$ cat config.mk
export PLATFORM = sky130hd
export DESIGN_NAME = lpm_aggr_ctrl
export DESIGN_NICKNAME = d
export VERILOG_FILES = /design/src/rtl/lpm_pkg.sv /design/src/rtl/lpm_idle_detect.sv /design/src/rtl/lpm_cap_mask.sv /design/src/rtl/lpm_p2s_timer.sv /design/src/rtl/lpm_req_fsm.sv /design/src/rtl/lpm_aggr_ctrl.sv
export SDC_FILE = /design/constraint.sdc
export NUM_CORES = 1
export LEC_CHECK = 0
export ABC_AREA = 1
export CORE_MARGIN = 1.5
export CORE_UTILIZATION = 63
export DETAILED_ROUTE_END_ITERATION = 8
export DONT_BUFFER_PORTS = 1
export GPL_ROUTABILITY_DRIVEN = 0
export PLACE_DENSITY_LB_ADDON = 0.25
export SLEW_MARGIN = 20
export SYNTH_ARGS = -nofsm -noshare
export SYNTH_HDL_FRONTEND = slang
export SYNTH_SLANG_ARGS = --single-unit
$ cat constraint.sdc
create_clock -name clk -period 4.7 [get_ports clk]
set_clock_uncertainty 0.1 [all_clocks]
set_input_delay 0.94 -clock clk [delete_from_list [all_inputs] [get_ports clk]]
set_output_delay 0.94 -clock clk [all_outputs]
set_load 0.02 [all_outputs]
$ cat src/rtl/lpm_pkg.sv
package lpm_pkg;
  typedef enum logic [1:0] {
    LS_ACTIVE  = 2'b00,
    LS_PARTIAL = 2'b01,
    LS_SLUMBER = 2'b10
  } lstate_t;
endpackage

$ cat src/rtl/lpm_idle_detect.sv
module lpm_idle_detect #(
  parameter int NSLOT = 32
) (
  input  logic             clk,
  input  logic             rst_n,
  input  logic [NSLOT-1:0] issue_map,
  input  logic [NSLOT-1:0] queued_map,
  input  logic             hw_clr,
  output logic             idle_trig,
  output logic             new_cmd
);
  logic [NSLOT-1:0] issue_q;

  always_ff @(posedge clk) begin
    if (!rst_n) issue_q <= '0;
    else        issue_q <= issue_map;
  end

  // only a completion clear that empties both maps counts
  assign idle_trig = hw_clr && (issue_map == '0) && (queued_map == '0);
  assign new_cmd   = |(issue_map & ~issue_q);
endmodule

$ cat src/rtl/lpm_cap_mask.sv
module lpm_cap_mask (
  input  logic cfg_slumber_sel,
  input  logic cfg_p2s_en,
  input  logic cap_aggr_sel,
  input  logic cap_p2s,
  output logic sel_slumber,
  output logic p2s_ok
);
  assign sel_slumber = cfg_slumber_sel & cap_aggr_sel;
  assign p2s_ok      = cfg_p2s_en & cap_p2s;
endmodule

$ cat src/rtl/lpm_p2s_timer.sv
module lpm_p2s_timer #(
  parameter int CNTW = 16
) (
  input  logic            clk,
  input  logic            rst_n,
  input  logic            run,
  input  logic [CNTW-1:0] limit,
  output logic            fire
);
  logic [CNTW-1:0] cnt;

  always_ff @(posedge clk) begin
    if (!rst_n || !run) cnt <= '0;
    else if (cnt != limit) cnt <= cnt + 1'b1;
  end

  assign fire = run && (cnt == limit);
endmodule

$ cat src/rtl/lpm_req_fsm.sv
module lpm_req_fsm
  import lpm_pkg::*;
(
  input  logic       clk,
  input  logic       rst_n,
  input  logic       idle_trig,
  input  logic       new_cmd,
  input  logic       aggr_en,
  input  logic       sel_slumber,
  input  logic       p2s_fire,
  input  logic       phy_ack,
  output logic       req_vld,
  output lstate_t    req_tgt,
  output lstate_t    link_st,
  output logic       wake_pend
);
  logic    wake_need;
  logic    waking;
  assign wake_need = wake_pend | new_cmd;
  assign waking    = req_vld && (req_tgt == LS_ACTIVE);

  always_ff @(posedge clk) begin
    if (!rst_n) begin
      req_vld   <= 1'b0;
      req_tgt   <= LS_ACTIVE;
      link_st   <= LS_ACTIVE;
      wake_pend <= 1'b0;
    end else if (req_vld) begin
      if (new_cmd && !waking) wake_pend <= 1'b1;
      if (phy_ack) begin
        link_st <= req_tgt;
        req_vld <= 1'b0;
        if (req_tgt == LS_ACTIVE) wake_pend <= 1'b0;
      end
    end else if (link_st != LS_ACTIVE) begin
      if (wake_need) begin
        req_vld   <= 1'b1;
        req_tgt   <= LS_ACTIVE;
        wake_pend <= 1'b0;
      end else if (link_st == LS_PARTIAL && p2s_fire) begin
        req_vld <= 1'b1;
        req_tgt <= LS_SLUMBER;
      end
    end else if (idle_trig && aggr_en) begin
      req_vld <= 1'b1;
      req_tgt <= sel_slumber ? LS_SLUMBER : LS_PARTIAL;
    end
  end
endmodule

$ cat src/rtl/lpm_aggr_ctrl.sv
module lpm_aggr_ctrl
  import lpm_pkg::*;
#(
  parameter int NSLOT = 32,
  parameter int CNTW  = 16
) (
  input  logic             clk,
  input  logic             rst_n,
  input  logic [NSLOT-1:0] issue_map,
  input  logic [NSLOT-1:0] queued_map,
  input  logic             hw_clr,
  input  logic             cfg_aggr_en,
  input  logic             cfg_slumber_sel,
  input  logic             cfg_p2s_en,
  input  logic             cap_aggr_sel,
  input  logic             cap_p2s,
  input  logic [CNTW-1:0]  cfg_p2s_idle,
  output logic             phy_req_vld,
  output logic [1:0]       phy_req_state,
  input  logic             phy_ack,
  output logic [1:0]       link_state
);
  logic    idle_trig, new_cmd, sel_slumber, p2s_ok, p2s_fire, p2s_run;
  logic    req_vld, wake_pend;
  lstate_t req_tgt, link_st;

  lpm_idle_detect #(.NSLOT(NSLOT)) u_detect (
    .clk(clk), .rst_n(rst_n), .issue_map(issue_map), .queued_map(queued_map),
    .hw_clr(hw_clr), .idle_trig(idle_trig), .new_cmd(new_cmd)
  );

  lpm_cap_mask u_mask (
    .cfg_slumber_sel(cfg_slumber_sel), .cfg_p2s_en(cfg_p2s_en),
    .cap_aggr_sel(cap_aggr_sel), .cap_p2s(cap_p2s),
    .sel_slumber(sel_slumber), .p2s_ok(p2s_ok)
  );

  assign p2s_run = (link_st == LS_PARTIAL) && !req_vld && p2s_ok
                   && !wake_pend && !new_cmd;

  lpm_p2s_timer #(.CNTW(CNTW)) u_timer (
    .clk(clk), .rst_n(rst_n), .run(p2s_run), .limit(cfg_p2s_idle),
    .fire(p2s_fire)
  );

  lpm_req_fsm u_fsm (
    .clk(clk), .rst_n(rst_n), .idle_trig(idle_trig), .new_cmd(new_cmd),
    .aggr_en(cfg_aggr_en), .sel_slumber(sel_slumber), .p2s_fire(p2s_fire),
    .phy_ack(phy_ack), .req_vld(req_vld), .req_tgt(req_tgt),
    .link_st(link_st), .wake_pend(wake_pend)
  );

  assign phy_req_vld   = req_vld;
  assign phy_req_state = req_tgt;
  assign link_state    = link_st;
endmodule

## After elaboration in Yosys (flattened, before gate mapping)

Cells that the tools add are included.

| storage, ports and cells | value |
|---|---|
| bits in registers | 54 |
| input port bits | 89 |
| output and inout bits | 5 |
| word-level logic and storage cells | 63 |

| operators by class | value |
|---|---|
| add/subtract/negate cells | 1 |
| eq/ne operators | 4 |
| muxes and demuxes | 17 |
| bitwise gates (word level) | 6 |
| reductions and logical operators | 29 |

Operator list:

| operator | count |
|---|---|
| $logic_not 32->1 | 2 |
| $and 32x32->32 | 1 |
| $not 32->32 | 1 |
| $reduce_or 32->1 | 1 |
| $add 16x1->16 const B | 1 |
| $eq 16x16->1 | 1 |
| $ne 16x16->1 | 1 |
| $mux 1 | 12 |
| $logic_and 1x1->1 | 11 |
| $mux 2 | 5 |
| $reduce_bool 2->1 | 4 |
| $logic_not 1->1 | 6 |
| $reduce_and 2->1 | 2 |
| $ne 3x2->1 const B | 1 |
| $reduce_and 3->1 | 1 |
| $and 1x1->1 | 2 |
| $eq 2x1->1 const B | 1 |
| $logic_not 2->1 | 1 |
| $logic_or 1x1->1 | 1 |
| $not 1->1 | 1 |
| $or 1x1->1 | 1 |

## Depth between registers and ports, before layout

| depth | value |
|---|---|
| depth in word-level cells | 11 |
| mapped depth | 13 |
| depth with buffers taken out | 13 |

## Modules after synthesis

Synthesis repeated with hierarchy kept, for this count alone.

| unflattened totals | value |
|---|---|
| cells, all modules | 543 |
| area total of the unflattened synthesis | 3178.0 um^2 |

By module, submodules not included:

| module | times used | cells an instance | area an instance (um^2) | seq. area each (um^2) |
|---|---|---|---|---|
| lpm_idle_detect | 1 | 250 | 1506.4 | 640.6 |
| lpm_p2s_timer | 1 | 241 | 1333.8 | 320.3 |
| lpm_req_fsm | 1 | 41 | 294.0 | 120.1 |
| lpm_aggr_ctrl | 1 | 7 | 28.8 | 0.0 |
| lpm_cap_mask | 1 | 4 | 15.0 | 0.0 |

## Worst setup path after synthesis

Ideal clock, no wire load.

| path | value |
|---|---|
| path type | in2reg |
| start point | input port issue_map[0] |
| end point | register u_fsm.req_tgt[0] |
| setup time | 0.115 ns |
| data arrival time | 1.879 ns |
| data required time | 4.485 ns |
| setup slack | 2.606 ns |
| stages | 9 |
| buffers on the path | 0 |
| cells stage by stage | or2_0 > nor2_1 > nand3_1 > nor2_1 > nand2_1 > a21oi_1 > nand3_1 > nand2_1 > nor2_1 |

| on the way | value |
|---|---|
| longest elaborated chain between the ends | 8 |
| elaborated cells on any way between the ends | 16 |
| those cells by class | eq/ne (1); mux (2); bitwise (2); reduce/logical (11) |

Ends and longest elaborated chain:

| item | line | RTL |
|---|---|---|
| start: declaration | lpm_aggr_ctrl.sv:9 | `input logic [NSLOT-1:0] issue_map,` |
| $and 32x32->32 | lpm_idle_detect.sv:21 | `assign new_cmd = \|(issue_map & ~issue_q);` |
| $reduce_or 32->1 | lpm_idle_detect.sv:21 |  |
| $logic_not 1->1 | lpm_aggr_ctrl.sv:39 | `&& !wake_pend && !new_cmd;` |
| $logic_and 1x1->1 | lpm_aggr_ctrl.sv:39 |  |
| $logic_and 1x1->1 | lpm_p2s_timer.sv:17 | `assign fire = run && (cnt == limit);` |
| $logic_and 1x1->1 | lpm_req_fsm.sv:40 | `end else if (link_st == LS_PARTIAL && p2s_fire) begin` |
| $ne 3x2->1 (no line) | -- |  |
| $reduce_and 3->1 (no line) | -- |  |
| end signal: assignment | lpm_req_fsm.sv:46 | `req_tgt <= sel_slumber ? LS_SLUMBER : LS_PARTIAL;` |
| end: declaration | lpm_req_fsm.sv:13 | `output lstate_t req_tgt,` |

Several ways; a longest one is shown, not always the timed one.
A chain may end at the register's enable or synchronous reset.

## Worst setup path in the final report

| path | value |
|---|---|
| start point | input port issue_map[24] |
| end point | register u_timer.cnt[4] |

| on the way | value |
|---|---|
| longest elaborated chain between the ends | 6 |

Ends and longest elaborated chain:

| item | line | RTL |
|---|---|---|
| $and 32x32->32 | lpm_idle_detect.sv:21 |  |
| $reduce_or 32->1 | lpm_idle_detect.sv:21 |  |
| $logic_not 1->1 | lpm_aggr_ctrl.sv:39 |  |
| $logic_and 1x1->1 | lpm_aggr_ctrl.sv:39 |  |
| $logic_not 1->1 | lpm_p2s_timer.sv:13 | `if (!rst_n \|\| !run) cnt <= '0;` |
| $logic_or 1x1->1 | lpm_p2s_timer.sv:13 |  |
| end signal: assignment | lpm_p2s_timer.sv:14 | `else if (cnt != limit) cnt <= cnt + 1'b1;` |
| end: declaration | lpm_p2s_timer.sv:10 | `logic [CNTW-1:0] cnt;` |

No other way between the ends.

==> impl_metrics.csv <==
group,metric,value,unit
worst_setup_path,r2r_cells,8,
routing,routed_via_density,4.872,
clock_network,cts-root-buf,"clkbuf_8",
finish,n_antenna_cell,0,
hold_path,hold_path.class,"reg2reg",
finish,layout_commonest_cell,"nand2_1",
synth,syn_inst,483,
sta,tns,0,ns
routing,wirelength,5403,um
sta,report.final.hold_viol_count,0,
floorplanning,die_y,70.72,um
worst_setup_path,cpPeakStageDelay,0.22,ns
synth,synth-edff-count,0,
sta,worst_slew_pin_slew,0.3709,ns
run_status,outcome,"finished, final reports clean",
sta,period_needed,2.041,ns
sta,fmax,0.4901,GHz
worst_setup_path,r2r_end,"u_timer.cnt[10]",
sta,slew_headroom,0.7504,
worst_setup_path,end_kind,"flop",
clock_network,clock_latency,0.30,ns
placement,dpl-instance-area,2920,um^2
clock_network,cts_sinks,54,
clock_network,cts_buffers,5,
global_route,grt_pass1_vias,2488,
synth,yosysWarnings,0,
worst_setup_path,rrSetupSlack,2.87,ns
synth,synth_nets,573,
placement,pre_cts_slack,2.331,ns
synth,synthesis.area,2889,um^2
worst_setup_path,crit_buf_inv,1,
placement,hpwlAfterDp,4241,um
clock_network,ctsHoldBuffers,0,
floorplanning,core_area,4384,um^2
synth,ys_ff_latch,54,
sta,fin_crit_sh,0.4342,
sta,slew_violations,0,
sta,rsz0062_at_grt,"false",
routing,drt_first_pass_iters,4,
routing,wl_per_cell,10.06,um
synth,synth_ff_type,"dfxtp_1",
finish,final_nets,574,
synth,synthArstFlopShare,0,
placement,dpl.cell_count,529,
worst_setup_path,path_cells,"nand2_1, nand2_1, nor2_1, nand2_1, nor2_1, nand2_1, nor2_1, nand2_1, inv_2, o21ai_1, a21oi_1",
clock_network,postCtsResizedCells,0,
clock_network,cts_buffer_depth,2,
worst_setup_path,path_depth,11,
routing,drcViolationCount,0,
worst_setup_path,crit_type,"in2reg",
finish,post-route-util,0.6912,
finish,final_cells,537,
global_route,grt_pass1_wl,9328,um
synth,yosysSeqAreaShare,0.3742,
worst_setup_path,critPathSlowestCell,"inv_2",
global_route,grt_antenna_before_repair,0,
clock_network,cts_tree,"built",
floorplanning,io_pins,94,
worst_setup_path,startpoint,"issue_map[24]",
finish,drive_above_1_share,0.03918,
routing,ant_nets,0,
floorplanning,row_count,24,
pwr,p_per_area,275.1,nW/um^2
global_route,grt_overflow,0,
clock_network,htreeDepth,2,
finish,design_area,3030,um^2
sta,setup_viol,0,
routing,vias,2616,
routing,drt_iter0_markers,101,
clock_network,path_clk_slew,0.10,ns
run,drv_cap,0,
worst_setup_path,start_kind,"input port",
synth,synth_cell_types,27,
floorplanning,dieArea,5001,um^2
floorplanning,initial_utilization,0.6590,
sta,worst_slack,2.659,ns
finish,mostFrequentLayoutCells,"170 x nand2_1, 108 x inv_1, 68 x nor2_1",
synth,syn-mean-instance-area,5.981,um^2
global_route,grt_usage,0.2258,
finish,area_growth,4.894,%
worst_setup_path,path_delay_family,"simple AND/OR/NAND/NOR gates",
global_route,grt_max_degree,39,
placement,port_buffers,0,
worst_setup_path,required,4.84,ns
worst_setup_path,critPathArrivalTime,2.18,ns
worst_setup_path,path_max_fanout,14,
worst_setup_path,regToRegStartpoint,"u_timer.cnt[0]",
worst_setup_path,crit_end,"u_timer.cnt[4]",
clock_network,post-cts-setup-buffers,0,
floorplanning,fp.dieW,70.72,um
worst_setup_path,cpMostUsedCell,"nand2_1",
pwr,peakVddDrop,0.2633,mV
pwr,leakage,0.001667,uW
## synth_stat cells, types with 3 or more instances
master	n	share of area
nor2_1	68	0.088
o21ai_0	10	0.017
nand2_2	3	0.0065
nand3_1	11	0.019
inv_1	108	0.14
nor2_2	3	0.0065
a21oi_1	11	0.019
nor3_1	9	0.016
inv_2	3	0.0039
xor2_1	12	0.036
nand2_1	170	0.22
dfxtp_1	54	0.37
## flip-flops by register name (all words and copies together), names as in the netlist
register,count
u_detect.issue_q,32
u_fsm.req_vld,1
u_fsm.req_tgt,2
u_fsm.wake_pend,1
u_timer.cnt,16
u_fsm.link_st,2
## worst reg2reg max path: cells and delay by family, from the launching register on
family	cells	cell delay, ns
flip-flops	1	0.41
adder cells (fa/ha/maj)	1	0.21
AO/OA/AOI/OAI	1	0.20
AND/OR/NAND/NOR	4	0.71
buffers and inverters	2	0.12
## layer usage
layer | routed length, um | vias up | track usage | part of all wire
met5 | 0 | - | 0 | 0
met4 | 114 | 0 | 0.08805 | 0.021
met3 | 305 | 12 | 0.04416 | 0.056
met2 | 2719 | 79 | 0.4382 | 0.50
met1 | 2264 | 1128 | 0.2357 | 0.42
li1 | - | 1397 | - | -
## power by group
group | total, uW | internal (uW) | switching, uW
logic | 52.0 | 24.2 | 27.9
registers | 476 | 472 | 3.66
clock network | 306 | 159 | 147
## how the worst min path moves through the flow
stage | start | end | slack (ns) | depth (start not counted)
floorplan | u_timer.cnt[7] | u_timer.cnt[7] | 0.38 | 2
global placement | u_timer.cnt[7] | u_timer.cnt[7] | 0.40 | 2
detailed placement | u_timer.cnt[7] | u_timer.cnt[7] | 0.41 | 2
CTS | u_timer.cnt[7] | u_timer.cnt[7] | 0.43 | 2
global route | u_timer.cnt[7] | u_timer.cnt[7] | 0.45 | 2
finish | u_timer.cnt[7] | u_timer.cnt[7] | 0.43 | 2
## area by class of cell
cell class              count  area, um^2
multi-input cells         312        1358
fillers                   398        1354
flip-flops and latches     54        1081
inverters                 111       416.7
clock buffers               6       72.57
well taps                  52       65.06
clock inverters             2       37.54
## cell families (layout without fill, tap and decap cells)
| kind of cell | count (synthesis) | in the layout | share of synthesized area |
|---|---|---|---|
| XOR/XNOR | 13 | 13 | 0.03941 |
| adder cells (fa/ha/maj) | 1 | 1 | 0.004330 |
| AND/OR/NAND/NOR | 272 | 272 | 0.3772 |
| buffers and inverters | 117 | 119 | 0.1559 |
| flip-flops | 54 | 54 | 0.3742 |
| AO/OA/AOI/OAI | 26 | 26 | 0.04894 |
## stage by stage
step                power, uW  hold WS [ns]
finish                  833.7        0.4308
global route            871.3        0.4495
CTS                     841.8        0.4314
detailed placement      538.9        0.4149
global placement        536.3        0.4002
floorplan               534.6        0.3764
Note: power is estimated with default switching activity, not from simulation.
